File: config.mk
export PLATFORM = sky130hd
export DESIGN_NAME = xbar_port_arbiter
export DESIGN_NICKNAME = d
export VERILOG_FILES = /design/src/rtl/xbar_arb_pkg.sv /design/src/rtl/arb_prio_rank.sv /design/src/rtl/arb_rr_pick.sv /design/src/rtl/arb_owner_reg.sv /design/src/rtl/xbar_port_arbiter.sv
export SDC_FILE = /design/constraint.sdc
export NUM_CORES = 1
export LEC_CHECK = 0
export ABC_AREA = 1
export BUFFER_PORTS_ARGS = -buffer_cell sky130_fd_sc_hd__buf_2
export CORE_MARGIN = 4
export CORE_UTILIZATION = 30
export CTS_BUF_LIST = sky130_fd_sc_hd__clkbuf_16
export DETAILED_ROUTE_END_ITERATION = 6
export GPL_TIMING_DRIVEN = 0
export SKIP_CTS_REPAIR_TIMING = 1
export SLEW_MARGIN = 20
export SYNTH_ARGS = -nofsm -noshare
export SYNTH_HDL_FRONTEND = slang
export SYNTH_SLANG_ARGS = --single-unit
File: constraint.sdc
create_clock -name clk -period 2.41 [get_ports clk]
set_input_delay 0.241 -clock clk [delete_from_list [all_inputs] [get_ports clk]]
set_output_delay 0.241 -clock clk [all_outputs]
set_load 0.01 [all_outputs]
File: src/rtl/xbar_arb_pkg.sv
package xbar_arb_pkg;

  // Index reached by stepping `off` places after `base` in a ring of `n`.
  function automatic int ring_step(input int base, input int off, input int n);
    return (base + off) % n;
  endfunction

  // True when candidate priority strictly beats the current best.
  function automatic bit beats(input int cand, input int best);
    return cand > best;
  endfunction

endpackage

File: src/rtl/arb_prio_rank.sv
module arb_prio_rank #(
  parameter int N  = 4,
  parameter int PW = 2
) (
  input  logic [N-1:0]    req,
  input  logic [N*PW-1:0] prio,
  output logic [N-1:0]    top_mask
);
  import xbar_arb_pkg::*;

  logic [PW-1:0] best;

  always_comb begin
    best = '0;
    for (int i = 0; i < N; i++) begin
      if (req[i] && beats(int'(prio[i*PW +: PW]), int'(best)))
        best = prio[i*PW +: PW];
    end
  end

  for (genvar g = 0; g < N; g++) begin : g_mask
    assign top_mask[g] = req[g] && (prio[g*PW +: PW] == best);
  end
endmodule

File: src/rtl/arb_rr_pick.sv
module arb_rr_pick #(
  parameter int N   = 4,
  localparam int IDW = (N > 1) ? $clog2(N) : 1
) (
  input  logic [N-1:0]   cand,
  input  logic [IDW-1:0] last_id,
  output logic [IDW-1:0] win_id,
  output logic           win_found
);
  import xbar_arb_pkg::*;

  always_comb begin
    win_id    = last_id;
    win_found = 1'b0;
    for (int k = 1; k <= N; k++) begin
      if (!win_found) begin
        if (cand[ring_step(int'(last_id), k, N)]) begin
          win_id    = IDW'(ring_step(int'(last_id), k, N));
          win_found = 1'b1;
        end
      end
    end
  end
endmodule

File: src/rtl/arb_owner_reg.sv
module arb_owner_reg #(
  parameter int N   = 4,
  localparam int IDW = (N > 1) ? $clog2(N) : 1
) (
  input  logic           clk,
  input  logic           rst_n,
  input  logic           arb_open,
  input  logic           win_found,
  input  logic [IDW-1:0] win_id,
  output logic           own_valid,
  output logic [IDW-1:0] own_id
);
  always_ff @(posedge clk or negedge rst_n) begin
    if (!rst_n) begin
      own_valid <= 1'b0;
      own_id    <= IDW'(N - 1);
    end else if (arb_open) begin
      own_valid <= win_found;
      if (win_found) own_id <= win_id;
    end
  end
endmodule

File: src/rtl/xbar_port_arbiter.sv
module xbar_port_arbiter #(
  parameter int N   = 4,
  parameter int PW  = 2,
  localparam int IDW = (N > 1) ? $clog2(N) : 1
) (
  input  logic           clk,
  input  logic           rst_n,
  input  logic [N-1:0]   req,
  input  logic [N*PW-1:0] prio,
  input  logic [N-1:0]   done,
  output logic [N-1:0]   grant,
  output logic           grant_valid,
  output logic [IDW-1:0] grant_id,
  output logic [N-1:0]   stall
);
  logic [N-1:0]   top_mask;
  logic [IDW-1:0] win_id;
  logic           win_found;
  logic           arb_open;
  logic           own_valid;
  logic [IDW-1:0] own_id;

  arb_prio_rank #(.N(N), .PW(PW)) u_rank (
    .req(req), .prio(prio), .top_mask(top_mask)
  );

  arb_rr_pick #(.N(N)) u_pick (
    .cand(top_mask), .last_id(own_id), .win_id(win_id), .win_found(win_found)
  );

  // Re-arbitrate when idle, or when the current owner signals completion.
  assign arb_open = !own_valid || done[own_id];

  arb_owner_reg #(.N(N)) u_owner (
    .clk(clk), .rst_n(rst_n), .arb_open(arb_open), .win_found(win_found),
    .win_id(win_id), .own_valid(own_valid), .own_id(own_id)
  );

  assign grant_valid = own_valid;
  assign grant_id    = own_id;

  for (genvar g = 0; g < N; g++) begin : g_out
    assign grant[g] = own_valid && (own_id == IDW'(g));
    assign stall[g] = req[g] && !grant[g];
  end
endmodule

Word-level counts from Yosys, hierarchy flattened
Index checks and enable logic that the tools add are counted.
{"block": "word_totals", "reg_bits": 3, "in_bits": 18, "out_inout_bits": 11}
{"block": "op_classes", "n_addsub": 4, "order_cmp": 9, "n_eq_ne": 7, "mux": 32, "n_bitwise": 4, "reduce_logical": 28}
{"op": "2-bit 2-to-1 mux", "n": 11}
{"op": "1-bit logical AND", "n": 16}
{"op": "3-bit by 4-bit < comparator with 1-bit output, second input constant", "n": 4}
{"op": "1-bit 2-to-1 mux", "n": 16}
{"op": "1-bit binary-select mux with 2-bit select", "n": 5}
{"op": "2-bit equality test", "n": 4}
{"op": "2-bit OR reduction", "n": 4}
{"op": "2-bit greater-than comparator", "n": 3}
{"op": "1-bit zero test", "n": 5}
{"op": "2-bit by 1-bit adder with 2-bit output, second input constant", "n": 2}
{"op": "2-bit adder, second input constant", "n": 2}
{"op": "1-bit AND, first input constant", "n": 4}
{"op": "2-bit equality test, second input constant", "n": 2}
{"op": "2-bit by 3-bit < comparator with 1-bit output, second input constant", "n": 1}
{"op": "2-bit by 1-bit equality test with 1-bit output, second input constant", "n": 1}
{"op": "2-bit by 1-bit greater-than comparator with 1-bit output, second input constant", "n": 1}
{"op": "2-bit zero test", "n": 1}
{"op": "2-bit AND reduction", "n": 1}
{"op": "1-bit logical OR", "n": 1}

Longest topological paths before layout
Gate-level depths: netlist of run 1.
{"block": "depth", "word_depth": 24, "depth_mapped": 37, "ltp_nobuf": 37}

Modules after synthesis
From an unflattened synthesis of run 1, not the netlist that was laid out.
{"block": "unflattened", "cells_unflattened": 182, "hier_area_um2": 1044.8}
{"mod": "arb_prio_rank", "instances": 1, "cells_each": 92, "area_per_inst_um2": 538.0, "seq_area_each_um2": 0.0}
{"mod": "arb_rr_pick", "instances": 1, "cells_each": 51, "area_per_inst_um2": 276.5, "seq_area_each_um2": 0.0}
{"mod": "arb_owner_reg", "instances": 1, "cells_each": 12, "area_per_inst_um2": 117.6, "seq_area_each_um2": 77.6}
{"mod": "xbar_port_arbiter", "instances": 1, "cells_each": 27, "area_per_inst_um2": 112.6, "seq_area_each_um2": 0.0}

Worst setup path before layout of run 1
Ideal clock, no wire load.
{"block": "synth_path", "path_kind": "input port to flip-flop", "start": "in prio[0]", "end": "reg u_owner.own_id[1]", "setup_ns": 0.075, "arrival_time_ns": 3.473, "required_time_ns": 2.335, "path_slack_ns": -1.138, "stages": 36, "path_buffers": 0, "path_cell_list": "o21ai_1 nor2_1 inv_1 ha_1 nand2_1 nand2_2 nand2_2 nand2_2 nand2_1 inv_1 ha_1 nand2_1 nand2_1 nand3_2 inv_2 nand2_4 nand2_2 ha_1 nand2_1 nand2_1 nor2_2 inv_6 nand3_1 nand2_2 nor2_1 nor2_2 nand3_1 nand2_2 nand2_2 nand2_4 nor2_4 nand2_2 nand2_2 inv_2 nand2_1 nand2_1"}
{"block": "synth_via", "elab_chain_cells": 24, "word_cells_on_any_way": 47, "classes_between": "4 x order compare; 4 x eq/ne; 30 x mux; 9 x reduce/logical"}
{"element": "start, declared", "line_no": "xbar_port_arbiter.sv:9", "text": "input logic [N*PW-1:0] prio,"}
{"element": "2-bit by 1-bit greater-than comparator with 1-bit output", "line_no": "xbar_arb_pkg.sv:10", "text": "return cand > best;"}
{"element": "1-bit logical AND", "line_no": "arb_prio_rank.sv:16", "text": "if (req[i] && beats(int'(prio[i*PW +: PW]), int'(best)))"}
{"element": "2-bit 2-to-1 mux", "line_no": "arb_prio_rank.sv:16"}
{"element": "2-bit greater-than comparator", "line_no": "xbar_arb_pkg.sv:10"}
{"element": "1-bit logical AND", "line_no": "arb_prio_rank.sv:16"}
{"element": "2-bit 2-to-1 mux", "line_no": "arb_prio_rank.sv:16"}
{"element": "2-bit greater-than comparator", "line_no": "xbar_arb_pkg.sv:10"}
{"element": "1-bit logical AND", "line_no": "arb_prio_rank.sv:16"}
{"element": "(+6 left out)"}
{"element": "1-bit binary-select mux with 2-bit select", "line_no": "arb_rr_pick.sv:17", "text": "if (cand[ring_step(int'(last_id), k, N)]) begin"}
{"element": "1-bit 2-to-1 mux (not written as such) (2 in series)", "line_no": "arb_rr_pick.sv:17"}
{"element": "2-bit 2-to-1 mux (2 in series)", "line_no": "arb_rr_pick.sv:17"}
{"element": "2-bit 2-to-1 mux", "line_no": "arb_rr_pick.sv:16", "text": "if (!win_found) begin"}
{"element": "2-bit 2-to-1 mux", "line_no": "arb_rr_pick.sv:17"}
{"element": "2-bit 2-to-1 mux", "line_no": "arb_rr_pick.sv:16"}
{"element": "2-bit 2-to-1 mux", "line_no": "arb_rr_pick.sv:17"}
{"element": "2-bit 2-to-1 mux", "line_no": "arb_rr_pick.sv:16"}
{"element": "end signal, assigned", "line_no": "arb_owner_reg.sv:16", "text": "own_id <= IDW'(N - 1);"}
{"element": "end signal, assigned", "line_no": "arb_owner_reg.sv:19", "text": "if (win_found) own_id <= win_id;"}
{"element": "end, declared", "line_no": "arb_owner_reg.sv:11", "text": "output logic [IDW-1:0] own_id"}
Several ways; a longest one is shown, not always the timed one. The select of a mux whose other input is x is not followed.
A chain may end at the register's enable or synchronous reset.

Final worst setup path of run 1
{"block": "layout_path", "start": "in prio[1]", "end": "reg u_owner.own_id[1]"}
The elaborated chain is that of the path after synthesis.

==> flow_summary.yaml, run 1 <==
setup_path:
  slowest_delay_ps: 260
  worstPathArrival_ps: 3760
  cp.required_ps: 2560
  r2r_slack_ps: 50
  path_max_fanout: 6
  cp_slowest_cell: "ha_4"
  crit_path_end_kind: "flop"
  reg2reg_depth: 12
  worstSetupPathType: "in2reg"
  cp-start-kind: "primary input"
  crit_top_cell: "nand2_2"
timing:
  period_share: 1.497
  period_needed_ps: 3609
  finalHoldViolations: 0
  maxSlewHeadroom: 0.7744
  final-setup-viol-count: 3
  hold_ws_ps: 345.4
  max_freq_ghz: 0.2771
  worst_slew_pin_slew_ps: 336.3
  fin_ws_ps: -1199
  clock_skew_ps: 2.291
  slew_violations: 0
  rsz0062_at_grt: "true"
floorplanning:
  rows: 20
  pin_count: 29
  die_w_um: 65.87
  die_h_um: 65.87
  core_area_mm2: 0.003128
  dieArea_mm2: 0.004339
  start_util: 0.3212
finish:
  syn_to_final_growth_pct: 64.38
  drive_above_1_share: 0.5885
  ff_latch_area_um2: 77.57
  layout_common_cells: "30 x nand2_2, 27 x nand2_1, 26 x buf_2"
  final_util: 0.5280
  fillers: 302
  final_area_mm2: 0.001652
  antenna_cells: 0
  mostFrequentLayoutCell: "nand2_2"
  fin_nets: 238
  multi_input_area_mm2: 0.001112
detailed_routing:
  drc: 0
  dr.pass1.iters: 4
  ant_nets: 0
  num_vias: 1183
  routedWlPerCell_um: 11.43
  drt_iter0_drc: 37
  via_per_inst: 4.676
  routed_wl_um: 2893
logic_synthesis:
  synth-seq-cells: 3
  synth_cells: 172
  synth_area_mm2: 0.001005
  yosysUniqueCellTypes: 24
  avgSynthCellArea_um2: 5.841
  ys_seq_area_frac: 0.07721
  syn_nets: 200
  yosys_warnings: 0
global_route:
  grt_antenna_before_repair: 0
  grt-ovfl-total: 0
  grt_pass1_vias: 1096
  grt_usage: 0.1245
  met2_usage: 0.2315
  gr-max-usage-layer: "met2"
  grt_pass1_wl_um: 4395
  met1_usage: 0.1536
  grt_use_met3: 0.02211
  grt_max_degree: 10
place:
  placed_area_mm2: 0.001282
  place_ws_ps: -1475
  hpwl_um: 2192
  port_buffers: 28
  place.gp.congestion: 0.7788
pwr:
  power_density_mw_per_mm2: 871.7
  ir_drop_mv: 0.7031
  p_leak_uw: 0.0008498
clocking:
  numCtsBuffers: 3
  tritoncts: "done"
  cts.sinks: 3
  clk_pin_slew_ps: 30
  clockBufferDepth: 2
  clk_latency_ps: 220
  cts-root-buf: "clkbuf_16"
  htreeDepth: 1
run_status:
  violations: "setup timing"
  outcome: "finished with violations"
worst_hold_path:
  hold_path_class: "in2async"
run:
  drv_cap: 0
[flip-flops by register name (all words and copies together) (netlist names)]
| name | flops |
|---|---|
| u_owner.own_id | 2 |
| u_owner.own_valid | 1 |
[Yosys cell counts]
cell type	number	area [um2]
a32o_1	1	10.01
nand4_1	1	6.260
dfstp_2	2	52.55
a21oi_1	2	10.01
buf_2	1	5.000
nand2_1	46	172.7
inv_6	1	8.760
o21ai_2	1	8.760
dfrtp_1	1	25.02
inv_1	23	86.33
o2111ai_1	1	8.760
ha_1	10	125.1
o21ai_1	1	5.000
nand2_2	19	118.9
nor2_1	13	48.80
nor2_2	3	18.77
nand3b_1	1	7.510
inv_2	6	22.52
nand2_4	2	22.52
a21oi_4	1	16.27
nand3_1	26	130.1
nand3_2	8	80.08
nor2_4	1	11.26
clkinv_1	1	3.750
[kinds of logic after synthesis]
kind of cell,synth area share
and+or+nand+nor,0.6140
buffers and inverters,0.1258
adders and majority gates,0.1245
AOI/OAI and AO/OA,0.05853
DFF,0.07721
[worst paths after layout]
path                              startpoint                end
setup reg to reg           u_owner.own_id[0]  u_owner.own_id[1]
setup / recovery                     prio[1]  u_owner.own_id[1]
hold / removal                         rst_n  u_owner.own_valid
min in group clk           u_owner.own_id[1]  u_owner.own_id[1]
max in group asynchronous              rst_n  u_owner.own_id[1]
hold reg to reg            u_owner.own_id[1]  u_owner.own_id[1]
[metrics by stage]
step	power (uW)	TNS, ps	std cells
6_report	1440	-3542	253
4_1_cts	1288	-3696	248
2_1_floorplan	812.8	-2770	172
5_1_grt	1599	-4385	253
3_5_place_dp	1025	-4374	244
3_3_place_gp	1020	-4332	244
[layer usage]
| metal | wire (um) | part of all wire |
|---|---|---|
| met1 | 1204 | 0.42 |
| met2 | 1614 | 0.56 |
| met3 | 74 | 0.026 |
| met4 | 0 | 0 |
| met5 | 0 | 0 |
[critical path, delay by kind of cell]
family | cells | cell delay, ps
AO/OA/AOI/OAI | 2 | 370
buffers and inverters | 6 | 490
adder cells (fa/ha/maj) | 3 | 670
AND/OR/NAND/NOR | 24 | 1980
[layout make-up]
| type | count | share of cell area |
|---|---|---|
| multi-input cells | 137 | 0.6735 |
| inverters | 31 | 0.07500 |
| repair buffers | 33 | 0.1205 |
| clock buffers | 3 | 0.04545 |
| plain buffers | 1 | 0.003030 |
| well taps | 44 | 0.03333 |
| flip-flops and latches | 3 | 0.04697 |
| clock inverters | 1 | 0.002273 |
[power breakdown]
part / internal (uW) / switching (uW)
clock network: 213 / 40.9
registers: 90.7 / 40.3
logic: 400 / 654
total: 704 / 736
Power figures use the tool's default switching activity.
==> inputs of run 2 (changes only) <==
--- a/config.mk
+++ b/config.mk
@@ -12,6 +12,7 @@
 export CTS_BUF_LIST = sky130_fd_sc_hd__clkbuf_16
 export DETAILED_ROUTE_END_ITERATION = 6
 export GPL_TIMING_DRIVEN = 0
+export RECOVER_POWER = 50
 export SKIP_CTS_REPAIR_TIMING = 1
 export SLEW_MARGIN = 20
 export SYNTH_ARGS = -nofsm -noshare
==> flow_summary.yaml, run 2 (same netlist as run 1, synthesis figures left out) <==
run_status:
  outcome: "finished with violations"
  violations: "setup timing"
clocking:
  clk_pin_slew_ps: 30
  numCtsBuffers: 3
  cts.sinks: 3
  clockBufferDepth: 2
  htreeDepth: 1
  cts-root-buf: "clkbuf_16"
  tritoncts: "done"
  clk_latency_ps: 220
timing:
  worst_slew_pin_slew_ps: 336.3
  period_needed_ps: 3606
  finalSetupTns_ps: -3533
  max_freq_ghz: 0.2773
  final-setup-viol-count: 3
  rsz0062_at_grt: "true"
  period_share: 1.496
  slew_violations: 0
  finalHoldViolations: 0
  fin_ws_ps: -1196
  hold_ws_ps: 358.1
  clock_skew_ps: 2.314
  maxSlewHeadroom: 0.7744
detailed_routing:
  ant_nets: 0
  dr.pass1.iters: 4
  drt_iter0_drc: 37
  via_per_inst: 4.680
  routed_wl_um: 2884
  drc: 0
  num_vias: 1184
  routedWlPerCell_um: 11.40
pwr:
  power_density_mw_per_mm2: 869.6
  ir_drop_mv: 0.7006
  p_total_uw: 1433
  p_leak_uw: 0.0008396
finish:
  regMostFlops: "u_owner.own_id"
  largest_reg_flops: 2
  largestRegisters: "u_owner.own_id x2, u_owner.own_valid x1"
  syn_to_final_growth_pct: 64.01
  drive_above_1_share: 0.5694
  layout_common_cells: "30 x nand2_2, 27 x nand2_1, 23 x buf_2"
  mostFrequentLayoutCell: "nand2_2"
  ff_latch_area_um2: 77.57
  antenna_cells: 0
  multi_input_area_mm2: 0.001112
  fin_nets: 238
  fillers: 303
setup_path:
  slowest_delay_ps: 260
  crit_path_end_kind: "flop"
  r2r_slack_ps: 50
  cp_slowest_cell: "ha_4"
  critPathLaunch: "prio[1]"
  worstSetupPathType: "in2reg"
  endpoint: "u_owner.own_id[1]"
  path_max_fanout: 6
  worstPathArrival_ps: 3760
  rr_startpoint: "u_owner.own_id[0]"
  crit_top_cell: "nand2_2"
  cp-start-kind: "primary input"
  cp.required_ps: 2560
  worstReg2RegEnd: "u_owner.own_id[1]"
  reg2reg_depth: 12
place:
  port_buffers: 28
  place.gp.congestion: 0.7788
  place_ws_ps: -1475
  hpwl_um: 2192
floorplanning:
  rows: 20
  dieArea_mm2: 0.004339
  pin_count: 29
  start_util: 0.3212
  core_area_mm2: 0.003128
  die_w_um: 65.87
  die_h_um: 65.87
global_route:
  grt-ovfl-total: 0
  grt_antenna_before_repair: 0
  grt_pass1_vias: 1096
  grt_pass1_wl_um: 4395
  grt_max_degree: 10
  grt_usage: 0.1245
worst_hold_path:
  hold_path_class: "in2async"
run:
  drv_cap: 0
[run 2: worst min path at each step]
| stage | startpoint | to | slack (ps) | cells after the start |
|---|---|---|---|---|
| 5_1_grt | rst_n | u_owner.own_valid | 390 | 2 |
| 6_report | rst_n | u_owner.own_valid | 360 | 2 |
| 4_1_cts | rst_n | u_owner.own_valid | -190 | 1 |
| 2_1_floorplan | rst_n | u_owner.own_valid | -50 | 0 |
| 3_3_place_gp | rst_n | u_owner.own_valid | 40 | 1 |
| 3_5_place_dp | rst_n | u_owner.own_valid | 40 | 1 |
[run 2: critical path, delay by kind of cell]
family	cells	cell delay, ps
AOI/OAI and AO/OA	2	370
adders and majority gates	3	670
buffers and inverters	6	490
and+or+nand+nor	24	1990
[run 2: stage by stage]
step	instance area (um2)	utilization	std cells
floorplan	1087	-	172
global placement	1282	0.4100	244
detailed placement	1282	0.4100	244
CTS	1361	0.4352	248
global route	1648	0.5268	253
finish	1648	0.5268	253
[run 2: area by class of cell]
type,count,share of cell area
buffer,1,0.003037
clock buffer,3,0.04556
clock inverter,1,0.002278
inverter,31,0.07517
multi-input combinational,137,0.6750
sequential,3,0.04708
tap,44,0.03341
timing repair buffer,33,0.1185
[run 2: report_power, final]
part           leakage (uW)  total (uW)  internal [uW]  switching (uW)
Sequential        0.0000313         129           88.1            40.9
Combinational      0.000766        1050            396             654
Clock             0.0000423         254            213            40.9
Total              0.000840        1430            697             736
[run 2: per-layer routing]
metal	vias to the layer above	routed length, um	track usage
met5	-	0	0
met4	0	0	0.007772
met3	0	76	0.02211
met2	15	1619	0.2315
met1	552	1188	0.1536
li1	617	-	-
